### src/rtl/crc_reg_pkg.sv
// Shared constants, frame states and the byte-wide CRC step function.
// Assumes the fixed frame layout: 6-bit register address, 2-bit length code.
package crc_reg_pkg;
    localparam int ADDR_W    = 6;
    localparam int MAX_BURST = 4;
    localparam int LEN_W     = $clog2(MAX_BURST);

    typedef enum logic [2:0] {
        ST_IDLE,
        ST_HDR,
        ST_WDATA,
        ST_WCRC,
        ST_TX,
        ST_DONE
    } fstate_t;

    // Fold one byte into a CRC-8 value, MSB first.
    function automatic logic [7:0] crc8_step(input logic [7:0] c_in,
                                             input logic [7:0] d,
                                             input logic [7:0] poly);
        logic [7:0] c;
        c = c_in ^ d;
        for (int i = 0; i < 8; i++) begin
            c = c[7] ? ((c << 1) ^ poly) : (c << 1);
        end
        return c;
    endfunction
endpackage

### src/rtl/crc8_acc.sv
// Running CRC-8 accumulator: one byte per enabled cycle.
// Assumes clr marks the first byte of a frame; when clr and en coincide,
// that byte is folded into a zero seed.
module crc8_acc
    import crc_reg_pkg::*;
#(
    parameter logic [7:0] POLY = 8'h07
) (
    input  logic       clk,
    input  logic       rst_n,
    input  logic       clr,
    input  logic       en,
    input  logic [7:0] din,
    output logic [7:0] crc
);
    logic [7:0] seed;

    // Pick the starting value: zero on frame start, else the running CRC.
    always_comb seed = clr ? 8'h00 : crc;

    // Update the accumulator on each enabled byte or frame restart.
    always_ff @(posedge clk) begin
        if (!rst_n)       crc <= 8'h00;
        else if (en)      crc <= crc8_step(seed, din, POLY);
        else if (clr)     crc <= 8'h00;
    end
endmodule

### src/rtl/reg_store.sv
// Register array with a one-cycle burst commit port and one read port.
// Assumes wr_en is only raised for bursts that lie fully below NUM_REGS.
module reg_store
    import crc_reg_pkg::*;
#(
    parameter int NUM_REGS = 40
) (
    input  logic                           clk,
    input  logic                           rst_n,
    input  logic                           wr_en,
    input  logic [ADDR_W-1:0]              wr_base,
    input  logic [LEN_W-1:0]               wr_last,
    input  logic [MAX_BURST-1:0][7:0]      wr_data,
    input  logic [ADDR_W-1:0]              rd_addr,
    output logic [7:0]                     rd_data
);
    localparam int IDX_W = (NUM_REGS > 1) ? $clog2(NUM_REGS) : 1;

    logic [NUM_REGS-1:0][7:0] mem;
    logic [NUM_REGS-1:0][7:0] mem_nxt;

    // Build the next array contents from a committed burst.
    always_comb begin
        logic [ADDR_W-1:0] a;
        mem_nxt = mem;
        for (int k = 0; k < MAX_BURST; k++) begin
            a = wr_base + ADDR_W'(k);
            if (wr_en && k <= int'(wr_last) && int'(a) < NUM_REGS)
                mem_nxt[a[IDX_W-1:0]] = wr_data[k];
        end
    end

    // Hold the array; clear it on reset.
    always_ff @(posedge clk) begin
        if (!rst_n) mem <= '0;
        else        mem <= mem_nxt;
    end

    // Return the addressed register, zero beyond the populated range.
    always_comb rd_data = (int'(rd_addr) < NUM_REGS) ? mem[rd_addr[IDX_W-1:0]] : 8'h00;


    mem_hold_chk: assert property (@(posedge clk) disable iff (!rst_n)
        !wr_en |=> $stable(mem));


    commit_range_chk: assert property (@(posedge clk) disable iff (!rst_n)
        wr_en |-> (NUM_REGS >= 64) || (int'(wr_base) + int'(wr_last) < NUM_REGS));
endmodule

### src/rtl/crc_reg_target.sv
// Frame decoder for CRC-guarded burst register access.
// Assumes bytes arrive pre-framed by a bus front end: sof flags the first
// byte, eof comes in a byte-free cycle, and no bytes arrive during a read
// response.
module crc_reg_target
    import crc_reg_pkg::*;
#(
    parameter int         NUM_REGS = 40,
    parameter logic [7:0] POLY     = 8'h07
) (
    input  logic       clk,
    input  logic       rst_n,
    input  logic       sof,
    input  logic       eof,
    input  logic       byte_vld,
    input  logic [7:0] byte_in,
    input  logic       err_clr,
    output logic       rd_vld,
    output logic [7:0] rd_data,
    output logic       crc_err,
    output logic       len_err,
    output logic       addr_err
);
    fstate_t                      state;
    logic                         is_rd;
    logic [ADDR_W-1:0]            base;
    logic [LEN_W-1:0]             last;
    logic [LEN_W-1:0]             cnt;
    logic [LEN_W:0]               tx_idx;
    logic                         range_ok;
    logic [MAX_BURST-1:0][7:0]    stage;
    logic [7:0]                   crc_q;
    logic [7:0]                   reg_rd;
    logic [ADDR_W-1:0]            rd_addr;

    logic fstart, rx, hdr_ok, mid, tx_data;
    logic commit, crc_set, len_set, addr_set, crc_en;
    logic [7:0] crc_din;

    // Decode strobes for the current cycle.
    always_comb begin
        fstart   = sof && byte_vld;
        rx       = byte_vld && !sof;
        mid      = (state == ST_HDR) || (state == ST_WDATA) || (state == ST_WCRC);
        hdr_ok   = (NUM_REGS >= 64) ||
                   ((int'(byte_in[ADDR_W-1:0]) + int'(byte_in[7:ADDR_W])) < NUM_REGS);
        tx_data  = (state == ST_TX) && (tx_idx <= {1'b0, last});
        commit   = (state == ST_WCRC) && rx && (byte_in == crc_q) && range_ok;
        crc_set  = (state == ST_WCRC) && rx && (byte_in != crc_q);
        len_set  = (eof || fstart) && mid;
        addr_set = (state == ST_HDR) && rx && !hdr_ok;
        crc_en   = fstart || (rx && ((state == ST_HDR) || (state == ST_WDATA))) || tx_data;
        crc_din  = (tx_data && !fstart) ? reg_rd : byte_in;
        rd_addr  = base + {{(ADDR_W-LEN_W){1'b0}}, tx_idx[LEN_W-1:0]};
        rd_vld   = (state == ST_TX);
        rd_data  = tx_data ? reg_rd : crc_q;
    end

    // Walk the frame: header, write data and CRC, or read response.
    always_ff @(posedge clk) begin
        if (!rst_n) begin
            state    <= ST_IDLE;
            is_rd    <= 1'b0;
            base     <= '0;
            last     <= '0;
            cnt      <= '0;
            tx_idx   <= '0;
            range_ok <= 1'b0;
            stage    <= '0;
        end else if (fstart) begin
            is_rd <= byte_in[0];
            state <= ST_HDR;
        end else if (eof && state != ST_TX) begin
            state <= ST_IDLE;
        end else begin
            case (state)
                ST_HDR: if (byte_vld) begin
                    base     <= byte_in[ADDR_W-1:0];
                    last     <= byte_in[7:ADDR_W];
                    range_ok <= hdr_ok;
                    cnt      <= '0;
                    tx_idx   <= '0;
                    if (is_rd) state <= hdr_ok ? ST_TX : ST_DONE;
                    else       state <= ST_WDATA;
                end
                ST_WDATA: if (byte_vld) begin
                    stage[cnt] <= byte_in;
                    cnt        <= cnt + 1'b1;
                    if (cnt == last) state <= ST_WCRC;
                end
                ST_WCRC: if (byte_vld) state <= ST_DONE;
                ST_TX: begin
                    tx_idx <= tx_idx + 1'b1;
                    if (tx_idx == {1'b0, last} + 1'b1) state <= ST_DONE;
                end
                default: ;
            endcase
        end
    end

    // Sticky error flags: set on events, cleared by err_clr.
    always_ff @(posedge clk) begin
        if (!rst_n) begin
            crc_err  <= 1'b0;
            len_err  <= 1'b0;
            addr_err <= 1'b0;
        end else begin
            crc_err  <= (crc_err  && !err_clr) || crc_set;
            len_err  <= (len_err  && !err_clr) || len_set;
            addr_err <= (addr_err && !err_clr) || addr_set;
        end
    end

    crc8_acc #(.POLY(POLY)) u_crc (
        .clk   (clk),
        .rst_n (rst_n),
        .clr   (fstart),
        .en    (crc_en),
        .din   (crc_din),
        .crc   (crc_q)
    );

    reg_store #(.NUM_REGS(NUM_REGS)) u_regs (
        .clk     (clk),
        .rst_n   (rst_n),
        .wr_en   (commit),
        .wr_base (base),
        .wr_last (last),
        .wr_data (stage),
        .rd_addr (rd_addr),
        .rd_data (reg_rd)
    );


    crc_err_sticky_chk: assert property (@(posedge clk) disable iff (!rst_n)
        crc_err && !err_clr |=> crc_err);


    len_err_cause_chk: assert property (@(posedge clk) disable iff (!rst_n)
        $rose(len_err) |-> $past(eof || sof));


    resp_start_chk: assert property (@(posedge clk) disable iff (!rst_n)
        $rose(rd_vld) |-> $past(byte_vld));


    clear_chk: assert property (@(posedge clk) disable iff (!rst_n)
        err_clr && !byte_vld && !eof && !sof |=> !crc_err && !len_err && !addr_err);
endmodule

### config.mk
export PLATFORM = sky130hd
export DESIGN_NAME = crc_reg_target
export DESIGN_NICKNAME = d
export VERILOG_FILES = /design/src/rtl/crc_reg_pkg.sv /design/src/rtl/crc8_acc.sv /design/src/rtl/reg_store.sv /design/src/rtl/crc_reg_target.sv
export SDC_FILE = /design/constraint.sdc
export NUM_CORES = 2
export LEC_CHECK = 0
export ABC_AREA = 1
export BUFFER_PORTS_ARGS = -buffer_cell sky130_fd_sc_hd__buf_2
export CELL_PAD_IN_SITES_DETAIL_PLACEMENT = 0
export CELL_PAD_IN_SITES_GLOBAL_PLACEMENT = 1
export CORE_MARGIN = 2
export CORE_UTILIZATION = 34
export CTS_CLUSTER_SIZE = 40
export DETAILED_ROUTE_END_ITERATION = 12
export GPL_TIMING_DRIVEN = 0
export PLACE_DENSITY = 0.65
export SKIP_CTS_REPAIR_TIMING = 1
export SLEW_MARGIN = 20
export SYNTH_ARGS = -nofsm -noshare
export SYNTH_HDL_FRONTEND = slang
export SYNTH_HIERARCHICAL = 1
export SYNTH_SLANG_ARGS = --single-unit
### constraint.sdc
create_clock -name clk -period 9.8 [get_ports clk]
set_clock_uncertainty 0.1 [all_clocks]
set_input_delay 1.47 -clock clk [delete_from_list [all_inputs] [get_ports clk]]
set_output_delay 1.47 -clock clk [all_outputs]
set_load 0.02 [all_outputs]
==> metrics.yaml <==
status: "finished, final reports clean"
sw_frac_of_total: 0.329
cts_tree: "yes"
layout.cells.non_filler: 6908
leakage_nw: 13.3
num_vias: 40000
overflow: 0
avgViaCountPerCell: 5.79
die_x_um: 309
die_h_um: 309
antenna_found_initial: 11
route.detailed.drc: 0
synthFlopType: "dfxtp_1"
grt_setup_unrepaired: "false"
syn_nets: 5577
yosysTopAreaCell: "dfxtp_1"
grt_pass1_wl_um: 281000
core_um2: 92100
timing.fmax_ghz: 0.124
ir_drop_mv: 0.136
finalInstanceArea_um2: 35200
synth_warnings: 6
port_buffers: 19
grt_max_degree: 14
synth_edf_count: 0
initial_core_util: 0.344
root_buffer: "clkbuf_16"
routed_wl_um: 204000
ys_async_sr_fraction: 0
internal_power_mw: 2.93
wire_per_inst_um: 29.5
dpl.hpwl_um: 145000
path_max_fanout: 10
p_seq_frac: 0.360
placementRows: 111
dp_cells: 6813
dieArea_um2: 95700
crit_path_start_kind: "flop"
postRouteAntennaNets: 0
synth.most_common_cell: "nand2_1"
cp.required_ps: 8230
clk_pin_slew_ps: 60
synthCells: 5549
drt_iter0_markers: 5590
slew_viol_final: 0
insertion_delay_ps: 660
hold_viol: 0
synth_cell_types: 51
finalCriticalPeriod_ps: 8040
yosys-top-cells-area: "dfxtp_1 (24%), nand2_1 (18%), o21ai_0 (10%)"
timing.setup.tns_ps: 0
cts_max_level: 2
p_switching_mw: 1.44
powerDensity_nw_per_um2: 124
pin_count: 26
worstMarginPinSlew_ps: 1390
setup-violations-final: 0
synth_area_per_cell_um2: 5.71
cts-buffers-inserted: 52
cap_violations: 0
synth_common_cells: "nand2_1 (1521), o21ai_0 (662), nor2_1 (634)"
cts.sinks: 381
critPathKind: "reg2out"
fin_crit_sh: 0.821
syn_area_um2: 31700
first_global_vias: 35800
combPwrFrac: 0.168
max-slew-margin-rel: 0.0701
yosysSeqAreaShare: 0.241
nets: 5654
min_path_type: "reg2reg"
cp-end-kind: "primary output"
areaGrowthSynthToFinish_pct: 11.2
ys_ff_latch: 381
gp_congestion: 1.06
drive_above_1_share: 0.0920
drt-pass1-iter-count: 7
synth_top_area_share: 0.241
place_area_um2: 33400
arrival_ps: 6470
cts_buffer_depth: 3
track_usage: 0.417
p_clk_frac: 0.472
[power groups by stage]
| stage | clock [mW] | combinational, mW | sequential (mW) |
|---|---|---|---|
| after global placement | 0 | 0.689 | 1.61 |
| after global routing | 2.14 | 0.753 | 1.57 |
| after floorplan | 0 | 0.377 | 1.60 |
| after CTS | 2.08 | 0.690 | 1.57 |
| after detailed placement | 0 | 0.688 | 1.61 |
| final | 2.07 | 0.735 | 1.57 |
[placed cells by master, fill, tap and decap left out, drive strengths merged]
cell type / netlist / final
nand4: 65 / 65
nor2: 721 / 721
nor4: 1 / 1
a21oi: 534 / 534
a211oi: 1 / 1
o22ai: 9 / 9
o21bai: 2 / 2
o211ai: 30 / 30
and2: 1 / 1
bufinv: 0 / 5
o221ai: 18 / 18
buf: 126 / 147
inv: 558 / 559
diode: 0 / 3
clkinv: 3 / 10
o21ai: 682 / 682
ha: 13 / 13
fa: 1 / 1
xnor2: 15 / 15
clkbuf: 262 / 341
a31oi: 2 / 2
nand3: 556 / 556
nor2b: 1 / 1
dfxtp: 381 / 381
nand2: 1550 / 1550
xor2: 8 / 8
nor3: 9 / 9
[registers in the layout (all words and copies together) (netlist names)]
register	count
u_regs/mem	320
stage	32
u_crc/crc	8
base	6
state	3
tx_idx	3
cnt	2
last	2
addr_err	1
crc_err	1
is_rd	1
len_err	1
range_ok	1
[cell families (layout without fill, tap and decap cells)]
kind of cell,after synthesis,after routing,synth area share
compound gates,1278,1278,0.211
xor+xnor,23,23,0.00766
fa+ha+maj,14,14,0.00576
buf+inv,949,1062,0.123
flops,381,381,0.241
other cells,0,3,0
simple gates,2904,2904,0.412
[per-stage QoR]
stage | hold slack [ps] | worst slack [ps] | utilization | power (mW)
finish | 364 | 1760 | 0.383 | 4.38
global route | 375 | 1920 | 0.383 | 4.46
CTS | 365 | 2150 | 0.382 | 4.35
detailed placement | 357 | 2890 | 0.363 | 2.30
global placement | 350 | 2690 | 0.362 | 2.30
floorplan | 341 | 5290 | - | 1.98
[critical path: stages (launching register included)]
cell and delay [ps]:
dfxtp_1 510, inv_1 160, fa_1 520, inv_1 40, clkbuf_1 400, clkinv_1 260, clkbuf_1 650, clkbuf_1 1010
o21ai_0 250, o221ai_1 380, nand3_1 240, nand3_1 300, nand3_1 200, nand2_1 250, inv_1 120, o21ai_0 260
buf_2 230
[routing by layer]
metal,GRT usage,wire length [um],vias up
li1,-,-,18100
met1,0.543,81800,18800
met2,0.608,83500,2429
met3,0.102,22400,683
met4,0.277,16200,2
met5,0,13,-
[worst paths after layout]
kind                                        startpoint                      end  slack [ps]  cells past startpoint
worst min-delay path            stage[12]$_SDFFE_PN0P_   stage[12]$_SDFFE_PN0P_         360                      2
worst max-delay path            tx_idx[1]$_SDFFE_PN0P_               rd_data[1]        1760                     16
worst max register to register  tx_idx[1]$_SDFFE_PN0P_  u_crc/crc[1]$_SDFF_PN0_        3080                     26
worst min register to register  stage[12]$_SDFFE_PN0P_   stage[12]$_SDFFE_PN0P_         360                      2
[area by class of cell]
| type | instances | area [um^2] |
|---|---|---|
| diodes | 3 | 7.51 |
| inverters | 561 | 2110 |
| clock inverters | 13 | 205 |
| flip-flops and latches | 381 | 7630 |
| multi-input cells | 4219 | 20200 |
| repair buffers | 23 | 136 |
| fillers | 10500 | 56800 |
| clock buffers | 77 | 1560 |
| plain buffers | 388 | 1850 |
| well taps | 1243 | 1560 |
(Power assumes the default switching activity.)
